--- config.mk ---
export PLATFORM = sky130hd
export DESIGN_NAME = cgen_top
export DESIGN_NICKNAME = d
export VERILOG_FILES = /design/src/rtl/cgen_pkg.sv /design/src/rtl/cgen_src.sv /design/src/rtl/cgen_div.sv /design/src/rtl/cgen_rdy.sv /design/src/rtl/cgen_rst.sv /design/src/rtl/cgen_top.sv
export SDC_FILE = /design/constraint.sdc
export NUM_CORES = 1
export LEC_CHECK = 0
export ABC_CLOCK_PERIOD_IN_PS = 1500
export BUFFER_PORTS_ARGS = -buffer_cell sky130_fd_sc_hd__buf_2
export CAP_MARGIN = 20
export CORE_AREA = 2 2 39 41
export DETAILED_ROUTE_END_ITERATION = 8
export DIE_AREA = 0 0 41 43
export PLACE_DENSITY_LB_ADDON = 0.2
export SLEW_MARGIN = 20
export SYNTH_ARGS = -nofsm -noshare
export SYNTH_HDL_FRONTEND = slang
export SYNTH_SLANG_ARGS = --single-unit
--- constraint.sdc ---
create_clock -name ref_clk -period 1.5 [get_ports ref_clk]
set_input_delay 0.225 -clock ref_clk [delete_from_list [all_inputs] [get_ports ref_clk]]
set_output_delay 0.225 -clock ref_clk [all_outputs]
set_load 0.005 [all_outputs]
--- src/rtl/cgen_pkg.sv ---
package cgen_pkg;
  localparam int unsigned DIV_N = 3;
  localparam int unsigned PH_W  = $clog2(DIV_N);
  typedef logic [PH_W-1:0] phase_t;
  localparam phase_t PH_HIGH = '0;
  localparam phase_t PH_LAST = phase_t'(DIV_N - 1);
endpackage

--- src/rtl/cgen_src.sv ---
module cgen_src (
  input  logic ref_clk,
  input  logic rst_n,
  input  logic osc_xtal,
  input  logic osc_ext,
  input  logic fc_sel,
  input  logic csync,
  output logic tick,
  output logic sync_act
);
  logic lvl_q, lvl_prev, sync_q;

  always_ff @(posedge ref_clk or negedge rst_n) begin
    if (!rst_n) begin
      lvl_q    <= 1'b0;
      lvl_prev <= 1'b0;
      sync_q   <= 1'b0;
    end else begin
      lvl_q    <= fc_sel ? osc_ext : osc_xtal;
      lvl_prev <= lvl_q;
      sync_q   <= csync;
    end
  end

  assign tick     = lvl_q & ~lvl_prev;
  assign sync_act = sync_q & fc_sel;

  assert_tick_single_R1: assert property (@(posedge ref_clk) disable iff (!rst_n)
    tick |=> !tick);
endmodule

--- src/rtl/cgen_div.sv ---
module cgen_div
  import cgen_pkg::*;
(
  input  logic ref_clk,
  input  logic rst_n,
  input  logic tick,
  input  logic sync_act,
  output logic clk_o,
  output logic pclk_o,
  output logic rise_ev,
  output logic fall_ev
);
  phase_t ph;

  assign rise_ev = sync_act ? (ph != PH_HIGH) : (tick && ph == PH_LAST);
  assign fall_ev = !sync_act && tick && ph == PH_HIGH;

  always_ff @(posedge ref_clk or negedge rst_n) begin
    if (!rst_n) begin
      ph     <= PH_HIGH;
      pclk_o <= 1'b0;
    end else begin
      if (sync_act)
        ph <= PH_HIGH;
      else if (tick)
        ph <= (ph == PH_LAST) ? PH_HIGH : ph + 1'b1;
      if (rise_ev)
        pclk_o <= ~pclk_o;
    end
  end

  assign clk_o = (ph == PH_HIGH);

  assert_high_one_period_R2: assert property (@(posedge ref_clk) disable iff (!rst_n)
    (tick && clk_o && !sync_act) |=> !clk_o);
  assert_sync_holds_R4: assert property (@(posedge ref_clk) disable iff (!rst_n)
    sync_act |=> clk_o);
  assert_pclk_on_rise_R9: assert property (@(posedge ref_clk) disable iff (!rst_n)
    !rise_ev |=> $stable(pclk_o));
endmodule

--- src/rtl/cgen_rdy.sv ---
module cgen_rdy (
  input  logic ref_clk,
  input  logic rst_n,
  input  logic rise_ev,
  input  logic fall_ev,
  input  logic rdy_a,
  input  logic aen_a_n,
  input  logic rdy_b,
  input  logic aen_b_n,
  input  logic amode,
  output logic ready_o
);
  logic any_rdy, stage1;

  assign any_rdy = (rdy_a & ~aen_a_n) | (rdy_b & ~aen_b_n);

  always_ff @(posedge ref_clk or negedge rst_n) begin
    if (!rst_n) begin
      stage1  <= 1'b0;
      ready_o <= 1'b0;
    end else begin
      if (rise_ev)
        stage1 <= any_rdy;
      if (fall_ev)
        ready_o <= amode ? any_rdy : stage1;
    end
  end

  assert_ready_on_fall_R6: assert property (@(posedge ref_clk) disable iff (!rst_n)
    !fall_ev |=> $stable(ready_o));
endmodule

--- src/rtl/cgen_rst.sv ---
module cgen_rst (
  input  logic ref_clk,
  input  logic rst_n,
  input  logic rise_ev,
  input  logic res_n,
  output logic reset_o
);
  logic q1;

  always_ff @(posedge ref_clk or negedge rst_n) begin
    if (!rst_n) begin
      q1      <= 1'b1;
      reset_o <= 1'b1;
    end else if (rise_ev) begin
      q1      <= ~res_n;
      reset_o <= q1;
    end
  end

  assert_reset_on_rise_R8: assert property (@(posedge ref_clk) disable iff (!rst_n)
    !rise_ev |=> $stable(reset_o));
endmodule

--- src/rtl/cgen_top.sv ---
module cgen_top (
  input  logic ref_clk,
  input  logic rst_n,
  input  logic osc_xtal,
  input  logic osc_ext,
  input  logic fc_sel,
  input  logic csync,
  input  logic rdy_a,
  input  logic aen_a_n,
  input  logic rdy_b,
  input  logic aen_b_n,
  input  logic amode,
  input  logic res_n,
  output logic clk_o,
  output logic pclk_o,
  output logic ready_o,
  output logic reset_o
);
  logic tick, sync_act, rise_ev, fall_ev;

  cgen_src u_src (
    .ref_clk(ref_clk), .rst_n(rst_n), .osc_xtal(osc_xtal), .osc_ext(osc_ext),
    .fc_sel(fc_sel), .csync(csync), .tick(tick), .sync_act(sync_act)
  );

  cgen_div u_div (
    .ref_clk(ref_clk), .rst_n(rst_n), .tick(tick), .sync_act(sync_act),
    .clk_o(clk_o), .pclk_o(pclk_o), .rise_ev(rise_ev), .fall_ev(fall_ev)
  );

  cgen_rdy u_rdy (
    .ref_clk(ref_clk), .rst_n(rst_n), .rise_ev(rise_ev), .fall_ev(fall_ev),
    .rdy_a(rdy_a), .aen_a_n(aen_a_n), .rdy_b(rdy_b), .aen_b_n(aen_b_n),
    .amode(amode), .ready_o(ready_o)
  );

  cgen_rst u_rst (
    .ref_clk(ref_clk), .rst_n(rst_n), .rise_ev(rise_ev), .res_n(res_n),
    .reset_o(reset_o)
  );

  assert_edges_exclusive_R1: assert property (@(posedge ref_clk) disable iff (!rst_n)
    !(rise_ev && fall_ev));
endmodule

==> results.toml <==
[run_status]
status = "completed"

[power_and_ir_drop]
internal_power_uw = 647
p_seq_share_pct = 48.0
p_clk_share_pct = 27.1
swShare_pct = 25.9
p_switching_uw = 227
p_comb_share_pct = 24.9
cellPowerDensity_nw_per_um2 = 1460
leakage_uw = 0.000281
ir_drop_v = 0.000683

[hold_path]
hp-class = "in -> reg"

[routing]
via_per_inst = 4.56
drt-total-wl_um = 747
antenna_left = 0
drt_first_iter_violations = 1
firstDrtPassIters = 2
wire_per_inst_um = 10.2
vias = 333
drc = 0

[logic_synthesis]
synthFlopType = "dfrtp_1"
yosysTopAreaCell = "dfrtp_1"
yosys_warnings = 0
synth.distinct_cells = 21
synthCells = 35
ys_ff_latch = 10
yosysSeqAreaShare_pct = 57.1
synth.avg_cell_area_um2 = 12.7
synth_area_um2 = 443
synthTopCellsByArea = "dfrtp_1, dfstp_2, nand2b_1"
yosysTopAreaCellShare_pct = 45.2
synth_edf_count = 0
syn_nets = 47
synthArstFlopShare_pct = 100

[placement]
dpl.hpwl_um = 628
dpl_worst_slack_ns = 0.101
place.gp.congestion = 0.692
io_buffers = 15
dp_cells = 68

[timing]
tightest_slew_ns = 0.317
maxSlewViolCount = 0
slew_headroom_pct = 78.6
fmax_ghz = 0.719
period_share_pct = 92.7
rsz0062_at_grt = "no"
fin_ws_ns = 0.110
hold_ws_ns = 0.0694
skew_ns = 0.00304
min_period_ns = 1.39
setup_viol = 0
hold_viol_final = 0
fin_tns_setup_ns = 0

[grt]
use_met2_pct = 14.7
antenna_found_initial = 0
grt_util_met3_pct = 4.71
grt_most_used_layer = "met1"
grt_use_met1_pct = 15.0
grt_pass1_wl_mm = 1.28
first_global_vias = 304
track_usage_pct = 11.1
grt_max_degree = 11
grt_remaining_overflow = 0

[floorplan]
fp.dieW_um = 41
initial_core_util_pct = 32.0
io_pins = 16
die-area_um2 = 1760
core_um2 = 1380
rows = 14
die_h_um = 43

[critical_path]
start_kind = "register"
path_class = "reg -> reg"
cp_max_fo = 6
required_ns = 1.69
crit_arrival_ns = 1.58
cp-end-kind = "register"

[layout]
layout-drive-gt1-share_pct = 47.4
layoutNonFillerInstCount = 73
area_growth_pct = 35.3
nets = 70
fin_util_pct = 43.3
fillers = 138
n_antenna_cell = 0

[clock_tree]
post_cts_resize_count = 0
root_buffer = "clkbuf_4"
cts_tree = "yes"
numCtsBuffers = 3
htreeDepth = 1
cts_num_sinks = 10
cts.clk_slew.worst_paths_ns = 0.07
clk_path_buf_depth = 2
insertion_delay_ns = 0.26

[flow_run]
max_cap_viol_count = 0
-- through the flow --
step / instance area, um2 / power, uW
2_1_floorplan: 443 / 549
3_3_place_gp: 553 / 642
3_5_place_dp: 553 / 646
4_1_cts: 599 / 890
5_1_grt: 599 / 940
6_report: 599 / 873
-- cell type report --
cell class / instances / area [um2] / area share, %
Multi-Input combinational cell: 23 / 183 / 30.5
Inverter: 2 / 7.51 / 1.25
Sequential cell: 10 / 253 / 42.2
Clock buffer: 4 / 36.3 / 6.05
Tap cell: 16 / 20.0 / 3.34
Timing Repair Buffer: 18 / 100 / 16.7
-- state kept, by name (all words and copies together) (netlist names) --
name and count:
u_div.pclk_o 1, u_div.ph 2, u_rdy.ready_o 1, u_rdy.stage1 1, u_rst.q1 1, u_rst.reset_o 1
u_src.lvl_prev 1, u_src.lvl_q 1, u_src.sync_q 1
-- kinds of logic after synthesis --
| logic type | count (synthesis) | share of synthesized area (%) |
|---|---|---|
| muxes | 4 | 10.7 |
| buffers and inverters | 2 | 1.70 |
| AOI/OAI and AO/OA | 7 | 12.7 |
| DFF | 10 | 57.1 |
| xor gates and xnor gates | 1 | 1.98 |
| and+or+nand+nor | 11 | 15.8 |
-- cell usage after synthesis, drive strengths merged (2+ instances only) --
library cell / n
dfrtp: 8
nand2: 2
nand2b: 3
a21oi: 3
inv: 2
nor2: 2
dfstp: 2
mux2: 3
-- cells in the final DEF (no fill, tap or decap), types with 2 or more instances in the layout --
master	instances
buf_4	2
nand2_1	2
dfrtp_1	8
nor2_1	2
buf_2	15
nand2b_1	3
a21oi_1	2
clkbuf_4	3
inv_1	2
dfstp_2	2
-- power groups by stage --
stage / clock network (uW) / registers, uW / logic, uW
after global placement: 0 / 424 / 217
after CTS: 245 / 421 / 224
after detailed placement: 0 / 424 / 222
final: 237 / 419 / 218
after floorplan: 0 / 424 / 125
after global routing: 264 / 427 / 248
-- worst paths after layout --
check                            startpoint             end  slack [ns]  cells after the start
worst max register to register  u_div.ph[0]   u_rst.reset_o        0.11                      3
max in group asynchronous             rst_n        u_rst.q1        0.88                      2
worst max-delay path            u_div.ph[0]   u_rst.reset_o        0.11                      3
worst min register to register  u_src.lvl_q  u_src.lvl_prev        0.43                      0
min in group asynchronous             rst_n    u_rdy.stage1        0.36                      2
worst min-delay path                  csync    u_src.sync_q        0.07                      1
-- worst max-delay path, cell delays in order (launching register included) --
cell	delay (ns)
dfrtp_1	0.42
or3b_4	0.43
a21oi_4	0.17
mux2_4	0.31
-- per-layer routing --
layer	vias to the layer above	share of wire [%]	wire length, um
met5	-	0	0
met4	0	0	0
met3	0	5.0	37
met2	7	48	357
met1	157	47	352
li1	169	-	-
-- timing repair --
action,4_1_cts,5_1_grt
hold buffers,1,0
hold endpoints to repair,8,0
setup buffers,0,0
Power figures use the tool's default switching activity.
